## config.mk

```make
export PLATFORM = sky130hd
export DESIGN_NAME = dma_addr_gen
export DESIGN_NICKNAME = d
export VERILOG_FILES = /design/src/rtl/dma_ag_pkg.sv /design/src/rtl/dma_ag_side.sv /design/src/rtl/dma_ag_loop.sv /design/src/rtl/dma_addr_gen.sv
export SDC_FILE = /design/constraint.sdc
export NUM_CORES = 1
export LEC_CHECK = 0
export BUFFER_PORTS_ARGS = -buffer_cell sky130_fd_sc_hd__clkbuf_2
export CORE_ASPECT_RATIO = 0.9
export CORE_MARGIN = 8
export CORE_UTILIZATION = 36
export DETAILED_ROUTE_END_ITERATION = 10
export GPL_ROUTABILITY_DRIVEN = 0
export PLACE_DENSITY = 0.59
export SKIP_LAST_GASP = 1
export SLEW_MARGIN = 20
export SYNTH_ARGS = -nofsm -noshare
export SYNTH_HDL_FRONTEND = slang
export SYNTH_SLANG_ARGS = --single-unit
```

## constraint.sdc

```tcl
create_clock -name clk -period 4 [get_ports clk]
set_input_delay 0.4 -clock clk [delete_from_list [all_inputs] [get_ports clk]]
set_output_delay 0.4 -clock clk [all_outputs]
set_load 0.02 [all_outputs]
```

## src/rtl/dma_ag_pkg.sv

```systemverilog
`timescale 1ns/1ps
package dma_ag_pkg;
  typedef enum logic [1:0] {
    SZ_BYTE = 2'd0,
    SZ_HALF = 2'd1,
    SZ_WORD = 2'd2,
    SZ_RSVD = 2'd3
  } xfer_size_e;

  // Byte count of one transfer; zero marks an illegal code.
  function automatic logic [2:0] size_bytes(input logic [1:0] code);
    case (xfer_size_e'(code))
      SZ_BYTE: size_bytes = 3'd1;
      SZ_HALF: size_bytes = 3'd2;
      SZ_WORD: size_bytes = 3'd4;
      default: size_bytes = 3'd0;
    endcase
  endfunction
endpackage

```

## src/rtl/dma_ag_side.sv

```systemverilog
`timescale 1ns/1ps
module dma_ag_side #(
  parameter int ADDR_W = 32,
  parameter int OFF_W  = 16,
  parameter int MOD_W  = $clog2(ADDR_W)
) (
  input  logic              clk,
  input  logic              rst_n,
  input  logic              load,
  input  logic [ADDR_W-1:0] start_i,
  input  logic [OFF_W-1:0]  step_i,
  input  logic [MOD_W-1:0]  mod_i,
  input  logic [ADDR_W-1:0] last_i,
  input  logic              adv_i,
  input  logic              final_i,
  output logic [ADDR_W-1:0] addr_o
);
  localparam int EXT_W = ADDR_W - OFF_W;

  logic [ADDR_W-1:0] addr_q, addr_d;
  logic [OFF_W-1:0]  step_q;
  logic [MOD_W-1:0]  mod_q;
  logic [ADDR_W-1:0] last_q;
  logic [ADDR_W-1:0] keep_mask, sum, wrapped, adjusted;

  always_comb begin
    keep_mask = (mod_q == '0) ? '0 : ({ADDR_W{1'b1}} << mod_q);
    sum       = addr_q + {{EXT_W{step_q[OFF_W-1]}}, step_q};
    wrapped   = (addr_q & keep_mask) | (sum & ~keep_mask);
    adjusted  = addr_q + last_q;
    addr_d    = addr_q;
    if (load)        addr_d = start_i;
    else if (adv_i)  addr_d = final_i ? adjusted : wrapped;
  end

  always_ff @(posedge clk or negedge rst_n) begin
    if (!rst_n) begin
      addr_q <= '0;
      step_q <= '0;
      mod_q  <= '0;
      last_q <= '0;
    end else begin
      addr_q <= addr_d;
      if (load) begin
        step_q <= step_i;
        mod_q  <= mod_i;
        last_q <= last_i;
      end
    end
  end

  assign addr_o = addr_q;


  hold_chk: assert property (@(posedge clk) disable iff (!rst_n)
    (!load && !adv_i) |=> $stable(addr_o));


  mod_window_chk: assert property (@(posedge clk) disable iff (!rst_n)
    (!load && adv_i && !final_i && mod_q != '0)
      |=> ((addr_o >> $past(mod_q)) == ($past(addr_o) >> $past(mod_q))));
endmodule

```

## src/rtl/dma_ag_loop.sv

```systemverilog
`timescale 1ns/1ps
module dma_ag_loop
  import dma_ag_pkg::*;
#(
  parameter int NB_W = 16,
  parameter int IT_W = 16
) (
  input  logic            clk,
  input  logic            rst_n,
  input  logic            load,
  input  logic [1:0]      ssize_i,
  input  logic [1:0]      dsize_i,
  input  logic [NB_W-1:0] nbytes_i,
  input  logic [IT_W-1:0] iter_i,
  input  logic            xfer_done_i,
  output logic            adv_o,
  output logic            final_o,
  output logic            minor_done_o,
  output logic            major_done_o,
  output logic            cfg_err_o
);
  logic [NB_W-1:0] byte_q, byte_d, nb_q, byte_sum;
  logic [IT_W-1:0] iter_q, iter_d;
  logic [2:0]      sb_q, sb_in, db_in, sb_m1, db_m1;
  logic            active_q, active_d, err_q, err_d;
  logic            minor_q, minor_d, major_q, major_d;
  logic            bad_cfg, minor_end;

  always_comb begin
    sb_in   = size_bytes(ssize_i);
    db_in   = size_bytes(dsize_i);
    sb_m1   = sb_in - 3'd1;
    db_m1   = db_in - 3'd1;
    bad_cfg = (sb_in == '0) || (db_in == '0) || (nbytes_i == '0) ||
              (iter_i == '0) || ((nbytes_i[1:0] & sb_m1[1:0]) != 2'b00) ||
              ((nbytes_i[1:0] & db_m1[1:0]) != 2'b00);
    adv_o     = xfer_done_i && active_q && !load;
    byte_sum  = byte_q + NB_W'(sb_q);
    minor_end = (byte_sum == nb_q);
    final_o   = adv_o && minor_end && (iter_q == IT_W'(1));
  end

  always_comb begin
    byte_d   = byte_q;
    iter_d   = iter_q;
    active_d = active_q;
    err_d    = err_q;
    minor_d  = 1'b0;
    major_d  = 1'b0;
    if (load) begin
      byte_d   = '0;
      iter_d   = iter_i;
      active_d = !bad_cfg;
      err_d    = bad_cfg;
    end else if (adv_o) begin
      minor_d = minor_end;
      major_d = final_o;
      byte_d  = minor_end ? '0 : byte_sum;
      if (minor_end) iter_d = iter_q - IT_W'(1);
      if (final_o)   active_d = 1'b0;
    end
  end

  always_ff @(posedge clk or negedge rst_n) begin
    if (!rst_n) begin
      byte_q   <= '0;
      iter_q   <= '0;
      nb_q     <= '0;
      sb_q     <= '0;
      active_q <= 1'b0;
      err_q    <= 1'b0;
      minor_q  <= 1'b0;
      major_q  <= 1'b0;
    end else begin
      byte_q   <= byte_d;
      iter_q   <= iter_d;
      active_q <= active_d;
      err_q    <= err_d;
      minor_q  <= minor_d;
      major_q  <= major_d;
      if (load) begin
        nb_q <= nbytes_i;
        sb_q <= sb_in;
      end
    end
  end

  assign minor_done_o = minor_q;
  assign major_done_o = major_q;
  assign cfg_err_o    = err_q;


  major_pulse_chk: assert property (@(posedge clk) disable iff (!rst_n)
    major_done_o |=> !major_done_o);


  major_with_minor_chk: assert property (@(posedge clk) disable iff (!rst_n)
    major_done_o |-> minor_done_o);


  err_idle_chk: assert property (@(posedge clk) disable iff (!rst_n)
    cfg_err_o |-> !adv_o);


  byte_bound_chk: assert property (@(posedge clk) disable iff (!rst_n)
    active_q |-> (byte_q < nb_q));
endmodule

```

## src/rtl/dma_addr_gen.sv

```systemverilog
`timescale 1ns/1ps
module dma_addr_gen #(
  parameter int ADDR_W = 32,
  parameter int OFF_W  = 16,
  parameter int NB_W   = 16,
  parameter int IT_W   = 16,
  parameter int MOD_W  = $clog2(ADDR_W)
) (
  input  logic              clk,
  input  logic              rst_n,
  input  logic              load,
  input  logic [ADDR_W-1:0] src_start_i,
  input  logic [1:0]        src_size_i,
  input  logic [OFF_W-1:0]  src_step_i,
  input  logic [MOD_W-1:0]  src_mod_i,
  input  logic [ADDR_W-1:0] src_last_i,
  input  logic [ADDR_W-1:0] dst_start_i,
  input  logic [1:0]        dst_size_i,
  input  logic [OFF_W-1:0]  dst_step_i,
  input  logic [MOD_W-1:0]  dst_mod_i,
  input  logic [ADDR_W-1:0] dst_last_i,
  input  logic [NB_W-1:0]   nbytes_i,
  input  logic [IT_W-1:0]   iter_i,
  input  logic              xfer_done,
  output logic [ADDR_W-1:0] src_addr_o,
  output logic [ADDR_W-1:0] dst_addr_o,
  output logic              minor_done,
  output logic              major_done,
  output logic              cfg_err
);
  localparam int N_SIDE = 2;

  logic              adv, final_x;
  logic [ADDR_W-1:0] start_a [N_SIDE];
  logic [OFF_W-1:0]  step_a  [N_SIDE];
  logic [MOD_W-1:0]  mod_a   [N_SIDE];
  logic [ADDR_W-1:0] last_a  [N_SIDE];
  logic [ADDR_W-1:0] addr_a  [N_SIDE];

  assign start_a[0] = src_start_i;
  assign step_a[0]  = src_step_i;
  assign mod_a[0]   = src_mod_i;
  assign last_a[0]  = src_last_i;
  assign start_a[1] = dst_start_i;
  assign step_a[1]  = dst_step_i;
  assign mod_a[1]   = dst_mod_i;
  assign last_a[1]  = dst_last_i;

  dma_ag_loop #(.NB_W(NB_W), .IT_W(IT_W)) u_loop (
    .clk          (clk),
    .rst_n        (rst_n),
    .load         (load),
    .ssize_i      (src_size_i),
    .dsize_i      (dst_size_i),
    .nbytes_i     (nbytes_i),
    .iter_i       (iter_i),
    .xfer_done_i  (xfer_done),
    .adv_o        (adv),
    .final_o      (final_x),
    .minor_done_o (minor_done),
    .major_done_o (major_done),
    .cfg_err_o    (cfg_err)
  );

  for (genvar g = 0; g < N_SIDE; g++) begin : g_side
    dma_ag_side #(.ADDR_W(ADDR_W), .OFF_W(OFF_W), .MOD_W(MOD_W)) u_side (
      .clk     (clk),
      .rst_n   (rst_n),
      .load    (load),
      .start_i (start_a[g]),
      .step_i  (step_a[g]),
      .mod_i   (mod_a[g]),
      .last_i  (last_a[g]),
      .adv_i   (adv),
      .final_i (final_x),
      .addr_o  (addr_a[g])
    );
  end

  assign src_addr_o = addr_a[0];
  assign dst_addr_o = addr_a[1];


  load_clear_chk: assert property (@(posedge clk) disable iff (!rst_n)
    load |=> (!minor_done && !major_done));
endmodule

```

After elaboration in Yosys (flattened, before gate mapping). Index checks and enable logic that the tools add are counted.

Add/subtract/negate cells: 8. $mul: 0. Div/mod/pow operators: 0. Order comparisons: 0. Equal/unequal tests: 6. Shift-type cells: 2. Mux-type cells: 23. Bitwise operators: 10. Reduce and logical (&&, ||, !) cells: 26.

Operator list (number): 2-to-1 mux 32 bit (8); adder 32 bit (4); bitwise AND 32 bit (4); 2-to-1 mux 16 bit (6); NOT 32 bit (2); OR 32 bit (2); left shift 32 x 5 -> 32 bit (first input constant) (2); logical NOT 16 bit (2); case mux 3 bit (3 select lines) (2); adder 16 x 3 -> 16 bit (1); == test 16 x 1 -> 1 bit (second input constant) (1); == test 16 bit (1); subtractor 16 x 1 -> 16 bit (second input constant) (1); logical NOT 5 bit (2); nonzero test 2 bit (5); 2-to-1 mux 1 bit (7); logical NOT 3 bit (2); logical OR 1 bit (5); bitwise AND 2 bit (2); == test 2 x 1 -> 1 bit (second input constant) (2); == test 2 bit (second input constant) (2); logical AND 1 bit (4); logical NOT 2 bit (2); AND reduction 2 bit (2); other kinds (2) (4).

Bits in registers: 225. Bits in latches: 0. Memory bits (writable): 0. ROM bits: 0. Word-level logic and storage cells: 91. Memories: 0.

Logic depth before layout (Yosys ltp).
Word-level depth: 10. Mapped depth: 17. Gate-level depth less buffers: 14.

Cells and area by module. Synthesis repeated with hierarchy kept, for this count alone.

Cell total of the unflattened synthesis: 2110. Area, all modules: 18308.8 um^2.

Modules (own cells, without submodules): dma_ag_side at g_side[1].u_side (instances 1, cells an instance 878, area each 7392.1 um^2, sequential area each 2127.0 um^2); dma_ag_side at g_side[0].u_side (instances 1, cells an instance 866, area each 7385.8 um^2, sequential area each 2127.0 um^2); dma_ag_loop (instances 1, cells an instance 366, area each 3530.9 um^2, sequential area each 1376.3 um^2).

Worst setup path after synthesis. OpenSTA, ideal clock, no wires.

Path kind: reg-to-reg. From: reg u_loop.sb_q[0]. To: reg (tool-made name). Arrival time: 3441 ps. Required time: 3875 ps. Slack: 435 ps. Cell stages (with the launch flop): 17. Cell sequence: dfrtp_1 -> ha_1 -> inv_1 -> fa_1 -> nor2b_1 -> o2111ai_1 -> or3_1 -> a21oi_1 -> nand3_1 -> or4_1 -> buf_6 -> or2_1 -> buf_6 -> and3_4 -> a21oi_2 -> o21ai_1 -> mux2_2.

RTL lines: from (decl) (line dma_ag_loop.sv:24) `logic [2:0] sb_q, sb_in, db_in, sb_m1, db_m1;`; from (signal assigned) (line dma_ag_loop.sv:83) `sb_q <= sb_in;`.

==> metrics.json <==
{
  "max_freq": {"value": 262, "unit": "MHz"},
  "final.min_clock_period": {"value": 3810, "unit": "ps"},
  "finalNonFillerCells": {"value": 2911},
  "drt_wl_total": {"value": 60200, "unit": "um"},
  "critPathArrivalTime": {"value": 4270, "unit": "ps"},
  "dieWidth": {"value": 249, "unit": "um"},
  "final_critical_path_setup_slack": {"value": 187, "unit": "ps"},
  "wire_length_of_the_first_global_routing_pass": {"value": 94300, "unit": "um"},
  "asyncSetResetFlopFracSynth": {"value": 1.00},
  "setup_viol": {"value": 0},
  "cts_max_level": {"value": 1},
  "cellPowerDensity": {"value": 516, "unit": "nW/um^2"},
  "clock_tree_from_tritoncts": {"value": "built"},
  "worst_pin_slew": {"value": 997, "unit": "ps"},
  "global_route.usage.total": {"value": 0.207},
  "layout-drive-gt1-share": {"value": 0.243},
  "grt_max_degree": {"value": 96},
  "place_ws": {"value": 27.1, "unit": "ps"},
  "route.vias.total": {"value": 16641},
  "syn2layout_area_growth": {"value": 19.6, "unit": "%"},
  "area_occupied_by_multi_input_gates": {"value": 11400, "unit": "sq um"},
  "synth-seq-area-share": {"value": 0.321},
  "row_count": {"value": 76},
  "initial_antenna_violation_count": {"value": 6},
  "floorplan.die.height": {"value": 225, "unit": "um"},
  "number_of_flops_mapped_to_enable_cells_by_yosys": {"value": 0},
  "fin_skew": {"value": 13.8, "unit": "ps"},
  "pin_count": {"value": 277},
  "switching_share": {"value": 0.402},
  "drc": {"value": 0},
  "placement.io_buffers": {"value": 276},
  "ctsRootBufferMaster": {"value": "sky130_fd_sc_hd__clkbuf_16"},
  "hp-class": {"value": "input port to register"},
  "final_nets": {"value": 2606},
  "p_sw": {"value": 4350, "unit": "uW"},
  "maxSlewHeadroom": {"value": 0.334},
  "max-clock-path-buffers": {"value": 3},
  "synth.lib_cells_used.distinct": {"value": 84},
  "postSynthNetCount": {"value": 2328},
  "detail-route-antenna-nets": {"value": 0},
  "worstPathMaxFanout": {"value": 18},
  "avg_inst_size_synth": {"value": 8.83, "unit": "sq um"},
  "detail_route.first_pass.iterations": {"value": 7},
  "timing.critical_path.from_type": {"value": "register"},
  "drt_first_iter_violations": {"value": 1347},
  "clkTransAtPathRegs": {"value": 60, "unit": "ps"},
  "ys_dominant_reg_cell": {"value": "sky130_fd_sc_hd__dfrtp_1"},
  "wl_per_cell": {"value": 20.7, "unit": "um"},
  "cpMaxStageDelayCell": {"value": "sky130_fd_sc_hd__or4_4"},
  "start_util": {"value": 0.366},
  "synth-warning-count": {"value": 0},
  "layout_commonest_cell": {"value": "sky130_fd_sc_hd__clkbuf_2"},
  "dp_cells": {"value": 2854},
  "filler_cell_count": {"value": 4772},
  "static-leakage-power": {"value": 0.00947, "unit": "uW"},
  "unrepaired_setup_endpoints_after_global_routing": {"value": "yes"},
  "post_synth_instance_area": {"value": 17500, "unit": "sq um"},
  "max_cap_violations": {"value": 0},
  "detail_route.vias_per_cell": {"value": 5.72},
  "final-seq-area": {"value": 5630, "unit": "sq um"},
  "worstPathCellList": {"value": "ha_1 -> inv_1 -> fa_1 -> nor2b_4 -> o2111ai_1 -> xnor2_1 -> nand3_1 -> nand4bb_1 -> or4_4 -> or2_1 -> buf_4 -> and3_4 -> a21oi_2 -> o21ai_1 -> mux2_2"},
  "drv_slew": {"value": 0},
  "synthCells": {"value": 1984},
  "most-common-layout-cells": {"value": "274 x sky130_fd_sc_hd__clkbuf_2, 225 x sky130_fd_sc_hd__dfrtp_1, 187 x sky130_fd_sc_hd__a21oi_1"},
  "crit_required": {"value": 4450, "unit": "ps"},
  "internal_power": {"value": 6470, "unit": "uW"},
  "die_area": {"value": 56000, "unit": "sq um"},
  "clock_latency": {"value": 580, "unit": "ps"},
  "place.detailed.hpwl": {"value": 46000, "unit": "um"},
  "crit_path_max_incr_delay": {"value": 510, "unit": "ps"},
  "worstSetupPathType": {"value": "register to register"},
  "power.ir.vdd_worst": {"value": 0.350, "unit": "mV"},
  "via_count_of_the_first_global_routing_pass": {"value": 16578},
  "power.share.sequential": {"value": 0.271},
  "total_overflow_reported_by_the_global_router": {"value": 0},
  "finalHoldViolCount": {"value": 0},
  "core_area": {"value": 47900, "unit": "sq um"},
  "final.hold.worst_slack": {"value": 44.1, "unit": "ps"},
  "fin_crit_sh": {"value": 0.953},
  "outcome": {"value": "complete, no violations"},
  "cts_inserted_buffers": {"value": 28},
  "cts.sink_count": {"value": 225},
  "pwr-share-clk": {"value": 0.262},
  "cp-end-kind": {"value": "register"},
  "final_design_utilization": {"value": 0.437},
  "comb_power_share": {"value": 0.467},
  "postSynthRegisterBits": {"value": 225}
}
routing by layer:
metal	vias to the layer above	wire (um)	share of wire	GRT usage
li1	7951	-	-	-
met1	8061	28600	0.48	0.292
met2	546	26300	0.44	0.322
met3	81	3800	0.063	0.0403
met4	2	1480	0.025	0.0520
met5	-	10	0.00017	0
path summary, 6_finish.rpt:
check                                        startpoint                                      to  slack, ps  cells past startpoint
hold reg to reg            u_loop.cfg_err_o$_DFFE_PN0P_            u_loop.cfg_err_o$_DFFE_PN0P_        480                      1
min in group asynchronous                         rst_n  g_side[1].u_side.step_q[4]$_DFFE_PN0P_        450                      2
setup / recovery           u_loop.byte_q[0]$_DFFE_PN0P_                                register        190                     15
max in group asynchronous                         rst_n              asynchronous set/reset pin       2600                      3
hold / removal                            dst_step_i[1]  g_side[1].u_side.step_q[1]$_DFFE_PN0P_         40                      3
setup reg to reg           u_loop.byte_q[0]$_DFFE_PN0P_                                register        190                     15
cell families after synthesis:
logic type | count (synthesis) | share of synthesized area
flops | 225 | 0.321
fa+ha+maj | 134 | 0.0978
simple gates | 521 | 0.145
buf+inv | 148 | 0.0345
compound gates | 673 | 0.241
xor+xnor | 141 | 0.0705
mux | 142 | 0.0904
power by group through the flow:
stage,Clock [uW],Sequential [uW],Combinational [uW]
after CTS,2910,2930,4990
after detailed placement,0,2970,4950
after global placement,0,2960,4870
after floorplan,0,3020,3470
after global routing,2970,2970,5590
final,2830,2930,5060
cell type report:
type,count,share of cell area
multi-input combinational,1611,0.543
sequential,225,0.269
timing repair buffer,339,0.0919
clock buffer,37,0.0379
tap,624,0.0373
clock inverter,15,0.0109
inverter,57,0.0102
antenna,3,0.000358
what timing repair did:
| action | in CTS | in global routing |
|---|---|---|
| setup buffers | 0 | 1 |
| hold buffers | 1 | 0 |
| setup endpoints to repair | 0 | 51 |
| resized for setup | 0 | 14 |
| endpoints found under the hold margin | 91 | 0 |
metrics by stage:
step	power [uW]	TNS [ps]	instance area, sq um
after global routing	11500	-110	21000
after CTS	10800	0	20900
after global placement	7840	0	19800
after detailed placement	7920	0	19800
after floorplan	6500	0	17500
final	10800	0	21000
synthesized netlist by cell type (12+ instances only):
library cell / instances / area (sq um)
sky130_fd_sc_hd__nor3_1: 38 / 190
sky130_fd_sc_hd__nand2b_1: 21 / 131
sky130_fd_sc_hd__dfrtp_1: 225 / 5630
sky130_fd_sc_hd__nand2_1: 156 / 586
sky130_fd_sc_hd__nand4_1: 18 / 113
sky130_fd_sc_hd__xnor2_1: 94 / 823
sky130_fd_sc_hd__o21a_1: 27 / 203
sky130_fd_sc_hd__a21o_1: 67 / 503
sky130_fd_sc_hd__or3_1: 24 / 150
sky130_fd_sc_hd__inv_1: 57 / 214
sky130_fd_sc_hd__and3_1: 18 / 113
sky130_fd_sc_hd__o211ai_1: 18 / 135
sky130_fd_sc_hd__a31oi_1: 37 / 231
sky130_fd_sc_hd__clkbuf_1: 68 / 255
sky130_fd_sc_hd__nor2b_1: 15 / 93.8
sky130_fd_sc_hd__o22ai_1: 18 / 113
sky130_fd_sc_hd__a21oi_1: 190 / 951
sky130_fd_sc_hd__nor4_1: 13 / 81.3
sky130_fd_sc_hd__o21ai_0: 151 / 756
sky130_fd_sc_hd__a211oi_1: 34 / 255
sky130_fd_sc_hd__nor2_1: 119 / 447
sky130_fd_sc_hd__ha_1: 129 / 1610
sky130_fd_sc_hd__nand3_1: 54 / 270
sky130_fd_sc_hd__xor2_1: 47 / 412
sky130_fd_sc_hd__o31ai_1: 15 / 113
sky130_fd_sc_hd__mux2i_1: 12 / 120
sky130_fd_sc_hd__mux2_2: 130 / 1460
sky130_fd_sc_hd__o21ai_1: 20 / 100
worst max-delay path: cells and delay by family, from the launching register on:
kind                       cells  cell delay, ps
and+or+nand+nor                6            1540
buffers and inverters          2             290
muxes                          1             280
adders and majority gates      2             630
AOI/OAI and AO/OA              3             360
DFF                            1             360
xor gates and xnor gates       1             230
Power figures use the tool's default switching activity.
